**src/rtl/xmon_pkg.sv**
```systemverilog
package xmon_pkg;
  typedef enum logic [1:0] {
    OP_RD   = 2'b00,
    OP_EXRD = 2'b01,
    OP_WR   = 2'b10,
    OP_EXWR = 2'b11
  } xm_op_e;
endpackage

```
**src/rtl/xmon_tag_bank.sv**
```systemverilog
module xmon_tag_bank #(
  parameter int N  = 4,
  parameter int GW = 30
) (
  input  logic            clk,
  input  logic            rst,
  input  logic [N-1:0]    nxt_v,
  input  logic [N*GW-1:0] nxt_g,
  output logic [N-1:0]    cur_v,
  output logic [N*GW-1:0] cur_g
);
  always_ff @(posedge clk) begin
    if (rst) begin
      cur_v <= '0;
      cur_g <= '0;
    end else begin
      cur_v <= nxt_v;
      cur_g <= nxt_g;
    end
  end
endmodule

```
**src/rtl/xmon_stage.sv**
```systemverilog
module xmon_stage
  import xmon_pkg::*;
#(
  parameter int N      = 4,
  parameter int ADDR_W = 32,
  parameter int GB     = 2,
  parameter int IDX    = 0,
  localparam int GW    = ADDR_W - GB
) (
  input  logic              vld,
  input  logic [1:0]        op,
  input  logic              shr,
  input  logic [ADDR_W-1:0] addr,
  input  logic [N-1:0]      v_i,
  input  logic [N*GW-1:0]   g_i,
  output logic [N-1:0]      v_o,
  output logic [N*GW-1:0]   g_o,
  output logic              pass,
  output logic              wen
);
  logic [GW-1:0] gran;
  logic          unused_lo;
  xm_op_e        kind;
  logic          own_hit;

  assign gran      = addr[ADDR_W-1:GB];
  assign unused_lo = ^addr[GB-1:0];
  assign kind      = xm_op_e'(op);
  assign own_hit   = v_i[IDX] && (g_i[IDX*GW +: GW] == gran);

  always_comb begin
    v_o  = v_i;
    g_o  = g_i;
    pass = 1'b0;
    wen  = 1'b0;
    if (vld) begin
      case (kind)
        OP_EXRD: begin
          v_o[IDX]            = 1'b1;
          g_o[IDX*GW +: GW]   = gran;
        end
        OP_WR: begin
          wen = 1'b1;
          if (shr) begin
            for (int j = 0; j < N; j++) begin
              if (j != IDX && v_i[j] && g_i[j*GW +: GW] == gran) v_o[j] = 1'b0;
            end
          end
        end
        OP_EXWR: begin
          if (own_hit) begin
            pass = 1'b1;
            wen  = 1'b1;
            for (int j = 0; j < N; j++) begin
              if (j != IDX && v_i[j] && g_i[j*GW +: GW] == gran) v_o[j] = 1'b0;
            end
          end
          if (shr) v_o[IDX] = 1'b0;
        end
        default: ;
      endcase
    end
  end
endmodule

```
**src/rtl/xmon_rsp_reg.sv**
```systemverilog
module xmon_rsp_reg #(
  parameter int N = 4
) (
  input  logic         clk,
  input  logic         rst,
  input  logic [N-1:0] vld_d,
  input  logic [N-1:0] exok_d,
  input  logic [N-1:0] wen_d,
  output logic [N-1:0] vld_q,
  output logic [N-1:0] exok_q,
  output logic [N-1:0] wen_q
);
  always_ff @(posedge clk) begin
    if (rst) begin
      vld_q  <= '0;
      exok_q <= '0;
      wen_q  <= '0;
    end else begin
      vld_q  <= vld_d;
      exok_q <= exok_d & vld_d;
      wen_q  <= wen_d & vld_d;
    end
  end
endmodule

```
**src/rtl/xmon_global.sv**
```systemverilog
module xmon_global
  import xmon_pkg::*;
#(
  parameter int N_MASTERS  = 4,
  parameter int ADDR_W     = 32,
  parameter int GRAN_BYTES = 4
) (
  input  logic                        clk,
  input  logic                        rst,
  input  logic [N_MASTERS-1:0]        req_vld,
  input  logic [2*N_MASTERS-1:0]      req_op,
  input  logic [N_MASTERS-1:0]        req_shr,
  input  logic [ADDR_W*N_MASTERS-1:0] req_addr,
  output logic [N_MASTERS-1:0]        rsp_vld,
  output logic [N_MASTERS-1:0]        rsp_exok,
  output logic [N_MASTERS-1:0]        rsp_wen
);
  localparam int GB = $clog2(GRAN_BYTES);
  localparam int GW = ADDR_W - GB;
  localparam int N  = N_MASTERS;

  logic [N-1:0]    cur_v;
  logic [N*GW-1:0] cur_g;
  logic [N-1:0]    v_s [0:N];
  logic [N*GW-1:0] g_s [0:N];
  logic [N-1:0]    pass_c;
  logic [N-1:0]    wen_c;

  assign v_s[0] = cur_v;
  assign g_s[0] = cur_g;

  for (genvar i = 0; i < N; i++) begin : g_chain
    xmon_stage #(
      .N(N), .ADDR_W(ADDR_W), .GB(GB), .IDX(i)
    ) u_stg (
      .vld (req_vld[i]),
      .op  (req_op[2*i +: 2]),
      .shr (req_shr[i]),
      .addr(req_addr[i*ADDR_W +: ADDR_W]),
      .v_i (v_s[i]),
      .g_i (g_s[i]),
      .v_o (v_s[i+1]),
      .g_o (g_s[i+1]),
      .pass(pass_c[i]),
      .wen (wen_c[i])
    );
  end

  xmon_tag_bank #(.N(N), .GW(GW)) u_tags (
    .clk  (clk),
    .rst  (rst),
    .nxt_v(v_s[N]),
    .nxt_g(g_s[N]),
    .cur_v(cur_v),
    .cur_g(cur_g)
  );

  xmon_rsp_reg #(.N(N)) u_rsp (
    .clk   (clk),
    .rst   (rst),
    .vld_d (req_vld),
    .exok_d(pass_c),
    .wen_d (wen_c),
    .vld_q (rsp_vld),
    .exok_q(rsp_exok),
    .wen_q (rsp_wen)
  );

  for (genvar i = 0; i < N; i++) begin : g_chk

    exok_needs_tag_chk: assert property (@(posedge clk) disable iff (rst)
      rsp_exok[i] |-> $past(cur_v[i]));

    exok_writes_chk: assert property (@(posedge clk) disable iff (rst)
      rsp_exok[i] |-> (rsp_wen[i] && rsp_vld[i]));

    shr_exwr_drops_own_chk: assert property (@(posedge clk) disable iff (rst)
      (req_vld[i] && req_op[2*i +: 2] == OP_EXWR && req_shr[i]) |=> !cur_v[i]);

    rsp_follows_req_chk: assert property (@(posedge clk) disable iff (rst)
      rsp_vld[i] |-> $past(req_vld[i]));
  end
endmodule

```
**config.mk**
```make
export PLATFORM = sky130hd
export DESIGN_NAME = xmon_global
export DESIGN_NICKNAME = d
export VERILOG_FILES = /design/src/rtl/xmon_pkg.sv /design/src/rtl/xmon_tag_bank.sv /design/src/rtl/xmon_stage.sv /design/src/rtl/xmon_rsp_reg.sv /design/src/rtl/xmon_global.sv
export SDC_FILE = /design/constraint.sdc
export NUM_CORES = 1
export LEC_CHECK = 0
export ABC_AREA = 1
export BUFFER_PORTS_ARGS = -buffer_cell sky130_fd_sc_hd__buf_2
export CAP_MARGIN = 40
export CORE_MARGIN = 2
export CORE_UTILIZATION = 60
export DETAILED_ROUTE_END_ITERATION = 12
export MAX_ROUTING_LAYER = met4
export PLACE_DENSITY = 0.82
export SYNTH_ARGS = -nofsm -noshare
export SYNTH_HDL_FRONTEND = slang
export SYNTH_SLANG_ARGS = --single-unit
```
**constraint.sdc**
```tcl
create_clock -name clk -period 2.15 [get_ports clk]
set_input_delay 0.43 -clock clk [delete_from_list [all_inputs] [get_ports clk]]
set_output_delay 0.43 -clock clk [all_outputs]
set_load 0.01 [all_outputs]
```
==> impl_metrics.ini, run 1 <==
[status]
status = stopped before the end
outcome.stop_stage = global routing (5_1_grt)
first-error = [ERROR GRT-0116] Global routing finished with congestion. Check the congestion regions in the DRC Viewer.

[clock_network]
clkSinkCount = 136
cts_made_buffers = 17
cts_hold_repair.buffers = 0
cts_setup_buffers = 0
clockBufferDepth = 2
htreeDepth = 4
root_buffer = clkbuf_16

[floorplanning]
start_util = 0.607
io_pins = 158
die-width_microns = 144
die_h_microns = 144
fp-row-count = 51

[placement]
place_ws_ns = -0.561
gp_congestion = 1.35
place_hpwl_mm = 47.6
port-buffer-count = 149

[yosys]
yosysSeqAreaShare = 0.231
yosys.area.top_type_share = 0.231
avgSynthCellArea_sq_um = 6.40
synth_edf_count = 0
syn_inst = 1842
synth_fp_nets = 1988
yosys_most_used_dff = dfxtp_1
ys_types = 46
netlist_area_sq_um = 11800
synthTopCellsByArea = dfxtp_1, nand2_1, xor2_1, xnor2_1, nor2_1
synth_common_cells = nand2_1, nor2_1, inv_1, xor2_1, dfxtp_1
synthMostInstantiatedCell = nand2_1
ys_seq_elements = 136
yosysTopAreaCell = dfxtp_1
synthArstFlopShare = 0
yosys_warnings = 0

[global_routing]
grt-ovfl-total = 137
grt_pass1_wl_mm = 109
first_global_vias = 18400
grtUsageTotal = 0.726
grt_max_degree = 74
==> cells by family after synthesis <==
family	after synthesis	synth area share
simple gates	783	0.284
buf+inv	342	0.118
flops	136	0.231
mux	1	0.000849
compound gates	292	0.148
xor+xnor	288	0.217
==> per-layer routing <==
layer / GRT usage / GRT overflow
met3: 0.541 / 3
met5: - / -
met1: 0.730 / 2
met4: 0.682 / 54
met2: 0.882 / 78
==> what timing repair did <==
| action | 4_1_cts |
|---|---|
| gates cloned | 0 |
| pin swaps | 17 |
| endpoints found under the setup margin | 7 |
| resized for setup | 54 |
==> stage by stage <==
stage / instance area [sq um] / setup TNS [ns] / std cells / hold WS (ns) / util
after floorplan: 11800 / 0 / 1842 / 0.479 / -
after global placement: 15600 / -2.26 / 2549 / 0.553 / 0.803
after detailed placement: 15600 / -3.13 / 2549 / 0.564 / 0.803
after CTS: 16300 / 0 / 2581 / 0.203 / 0.841
==> inputs of run 2 (changes only) <==
- CORE_UTILIZATION: 60 -> 40
- MAX_ROUTING_LAYER: met4 -> unset
- PLACE_DENSITY: 0.82 -> unset
- PLACE_DENSITY_LB_ADDON: unset -> 0.15
==> run 2 against run 1 <==
Effect of this change: the flow now finishes, with violations (setup timing); area after synthesis stayed put; synthesized cell count stayed put.
==> impl_metrics.ini, run 2 <==
[placement]
place_hpwl_mm = 60.6
port-buffer-count = 149
dp_cells = 2791
gp_congestion = 1.13
placedInstanceArea_sq_um = 16600

[cells_and_area]
largest_reg_flops = 120
layout.nets = 2581
final_common_cell = buf_4
layout_common_cells = buf_4, nand2_1, nor2_1
ff_latch_area_sq_um = 2790
nFillCells = 2737
syn_to_final_growth_pct = 51.4
multi_input_area_sq_um = 8130
design_area_sq_um = 17800
final_cells = 2833
drive_gt1_frac = 0.371
largest-register = u_tags.cur_g

[status]
status = complete, but fails checks
violations = setup timing

[timing]
rsz0062_at_grt = yes
setup_tns_ns = -0.161
final_max_slew_viol_count = 0
fmax_mhz = 451
fin_crit_ns = 2.22
hold_viol_final = 0
fin_ws_ns = -0.0657
fin_skew_ns = 0.0106
maxSlewHeadroom = 0.552
fin_crit_sh = 1.03
finalSetupViolCount = 3
tightest_slew_ns = 0.668

[floorplanning]
die-width_microns = 176
fp-row-count = 62
die_h_microns = 176
coreArea_sq_um = 28900
dieArea_sq_um = 30800
start_util = 0.408
io_pins = 158

[yosys]
avgSynthCellArea_sq_um = 6.40
synth_fp_nets = 1988
yosys_warnings = 0
yosysTopAreaCell = dfxtp_1
synth_edf_count = 0
ys_types = 46
ys_seq_elements = 136
netlist_area_sq_um = 11800
yosys.area.top_type_share = 0.231
yosysSeqAreaShare = 0.231
synthMostInstantiatedCell = nand2_1
synthArstFlopShare = 0
syn_inst = 1842
synth_common_cells = nand2_1, nor2_1, inv_1, xor2_1, dfxtp_1
synthTopCellsByArea = dfxtp_1, nand2_1, xor2_1, xnor2_1, nor2_1
yosys_most_used_dff = dfxtp_1

[drt]
viasPerCell = 5.55
drtIter0Drc = 2044
num_vias = 15700
avgRoutedWirePerCell_microns = 25.4
wl_mm = 71.9
drt-pass1-iter-count = 6
postRouteAntennaNets = 0
drcViolationCount = 0

[power]
leakage_nw = 8.65
intPower_mw = 6.04
swShare = 0.371
p_total_mw = 9.60
sequentialPowerShare = 0.295
clkPwrFrac = 0.336
cellPowerDensity_nw_per_um2 = 538
netSwitchingPower_mw = 3.56
comb_power_share = 0.369
peakVddDrop_mv = 0.496

[clock_network]
clock_latency_ns = 0.46
cts_hold_repair.buffers = 0
clockBufferDepth = 2
clk_pin_slew_ns = 0.07
cts_tree = done
cts_made_buffers = 17
clkSinkCount = 136
htreeDepth = 4
root_buffer = clkbuf_16

[hold_path]
min_path_cells = 3
min_path_type = primary input to flip-flop

[setup_path]
arrival_ns = 2.58
path_common_cell = nand2_1
start_kind = flip-flop
path_depth = 13
path_max_fanout = 4
end_kind = flip-flop
crit_path_max_incr_delay_ns = 0.44
crit_chain = inv_2 > nand2_1 > nand4_1 > nor4_1 > buf_4 > nand2_1 > nor2_4 > nand3_4 > nand2_4 > buf_4 > nand4_1 > nand2_1 > a21oi_2
rr_worst_depth = 13
crit_type = flip-flop to flip-flop
critPathRequiredTime_ns = 2.51
worst_path_max_delay_cell = dfxtp_2
cp_top_family = simple AND/OR/NAND/NOR gates
path_buf_inv = 3

[global_routing]
grt_pass1_wl_mm = 100
first_global_vias = 14900
grt_max_degree = 52
grtUsageTotal = 0.463
grt-ovfl-total = 0
antenna_found_initial = 0

[flow_run]
cap_violations = 0
[run 2: cell counts after synthesis]
No cell type changed its count.
[run 2: cell type report]
| type | instances | share of cell area |
|---|---|---|
| Multi-Input combinational cell | 1364 | 0.456 |
| Timing Repair Buffer | 687 | 0.278 |
| Sequential cell | 136 | 0.157 |
| Inverter | 229 | 0.0487 |
| Tap cell | 384 | 0.0269 |
| Clock buffer | 20 | 0.0256 |
| Clock inverter | 12 | 0.00841 |
| Antenna cell | 1 | 0.000140 |
[run 2: worst reg2reg max path, delay by kind of cell, from the launching register on]
| kind | cells | cell delay, ns |
|---|---|---|
| buffers and inverters | 3 | 0.41 |
| flip-flops | 1 | 0.44 |
| AND/OR/NAND/NOR | 9 | 1.24 |
| AO/OA/AOI/OAI | 1 | 0.03 |
[run 2: through the flow]
stage,hold slack (ns),utilization,worst slack (ns)
2_1_floorplan,0.479,-,0.181
3_3_place_gp,0.566,0.575,-0.609
3_5_place_dp,0.572,0.575,-0.607
4_1_cts,0.203,0.603,-0.0346
5_1_grt,0.217,0.618,-0.120
6_report,0.207,0.618,-0.0657
[run 2: power groups by stage]
stage	clock network [mW]	registers [mW]	logic (mW)
2_1_floorplan	0	2.78	1.45
3_3_place_gp	0	2.86	3.28
3_5_place_dp	0	2.87	3.28
4_1_cts	3.20	2.82	3.33
5_1_grt	3.31	2.84	3.69
6_report	3.23	2.83	3.54
[run 2: final timing paths]
kind	startpoint	end	slack, ns
setup / recovery	u_tags.cur_g[75]$_SDFF_PP0_	u_tags.cur_v[0]$_SDFF_PP0_	-0.07
hold / removal	req_vld[3]	u_rsp.vld_q[3]$_SDFF_PP0_	0.21
setup reg to reg	u_tags.cur_g[75]$_SDFF_PP0_	u_tags.cur_v[0]$_SDFF_PP0_	-0.07
hold reg to reg	u_tags.cur_g[95]$_SDFFE_PP0P_	u_tags.cur_g[95]$_SDFFE_PP0P_	0.62
[run 2: cells by family after synthesis]
kind of cell / share of synthesized area
AND/OR/NAND/NOR: 0.284
buffers and inverters: 0.118
AO/OA/AOI/OAI: 0.148
XOR/XNOR: 0.217
flip-flops: 0.231
multiplexers: 0.000849
[run 2: layer usage]
layer / track usage / part of all wire / vias up
met4: 0.303 / 0.077 / 0
met5: 0 / 0 / -
met2: 0.679 / 0.41 / 1017
met1: 0.599 / 0.40 / 7401
li1: - / - / 7086
met3: 0.121 / 0.12 / 220
[run 2: timing repair]
item                       in CTS  in global routing
setup endpoints to repair       8                  9
buffers inserted                2                  8
resized for setup              63                120
pin swaps                      24                 56
No activity file was read; power rests on OpenSTA's default activity.
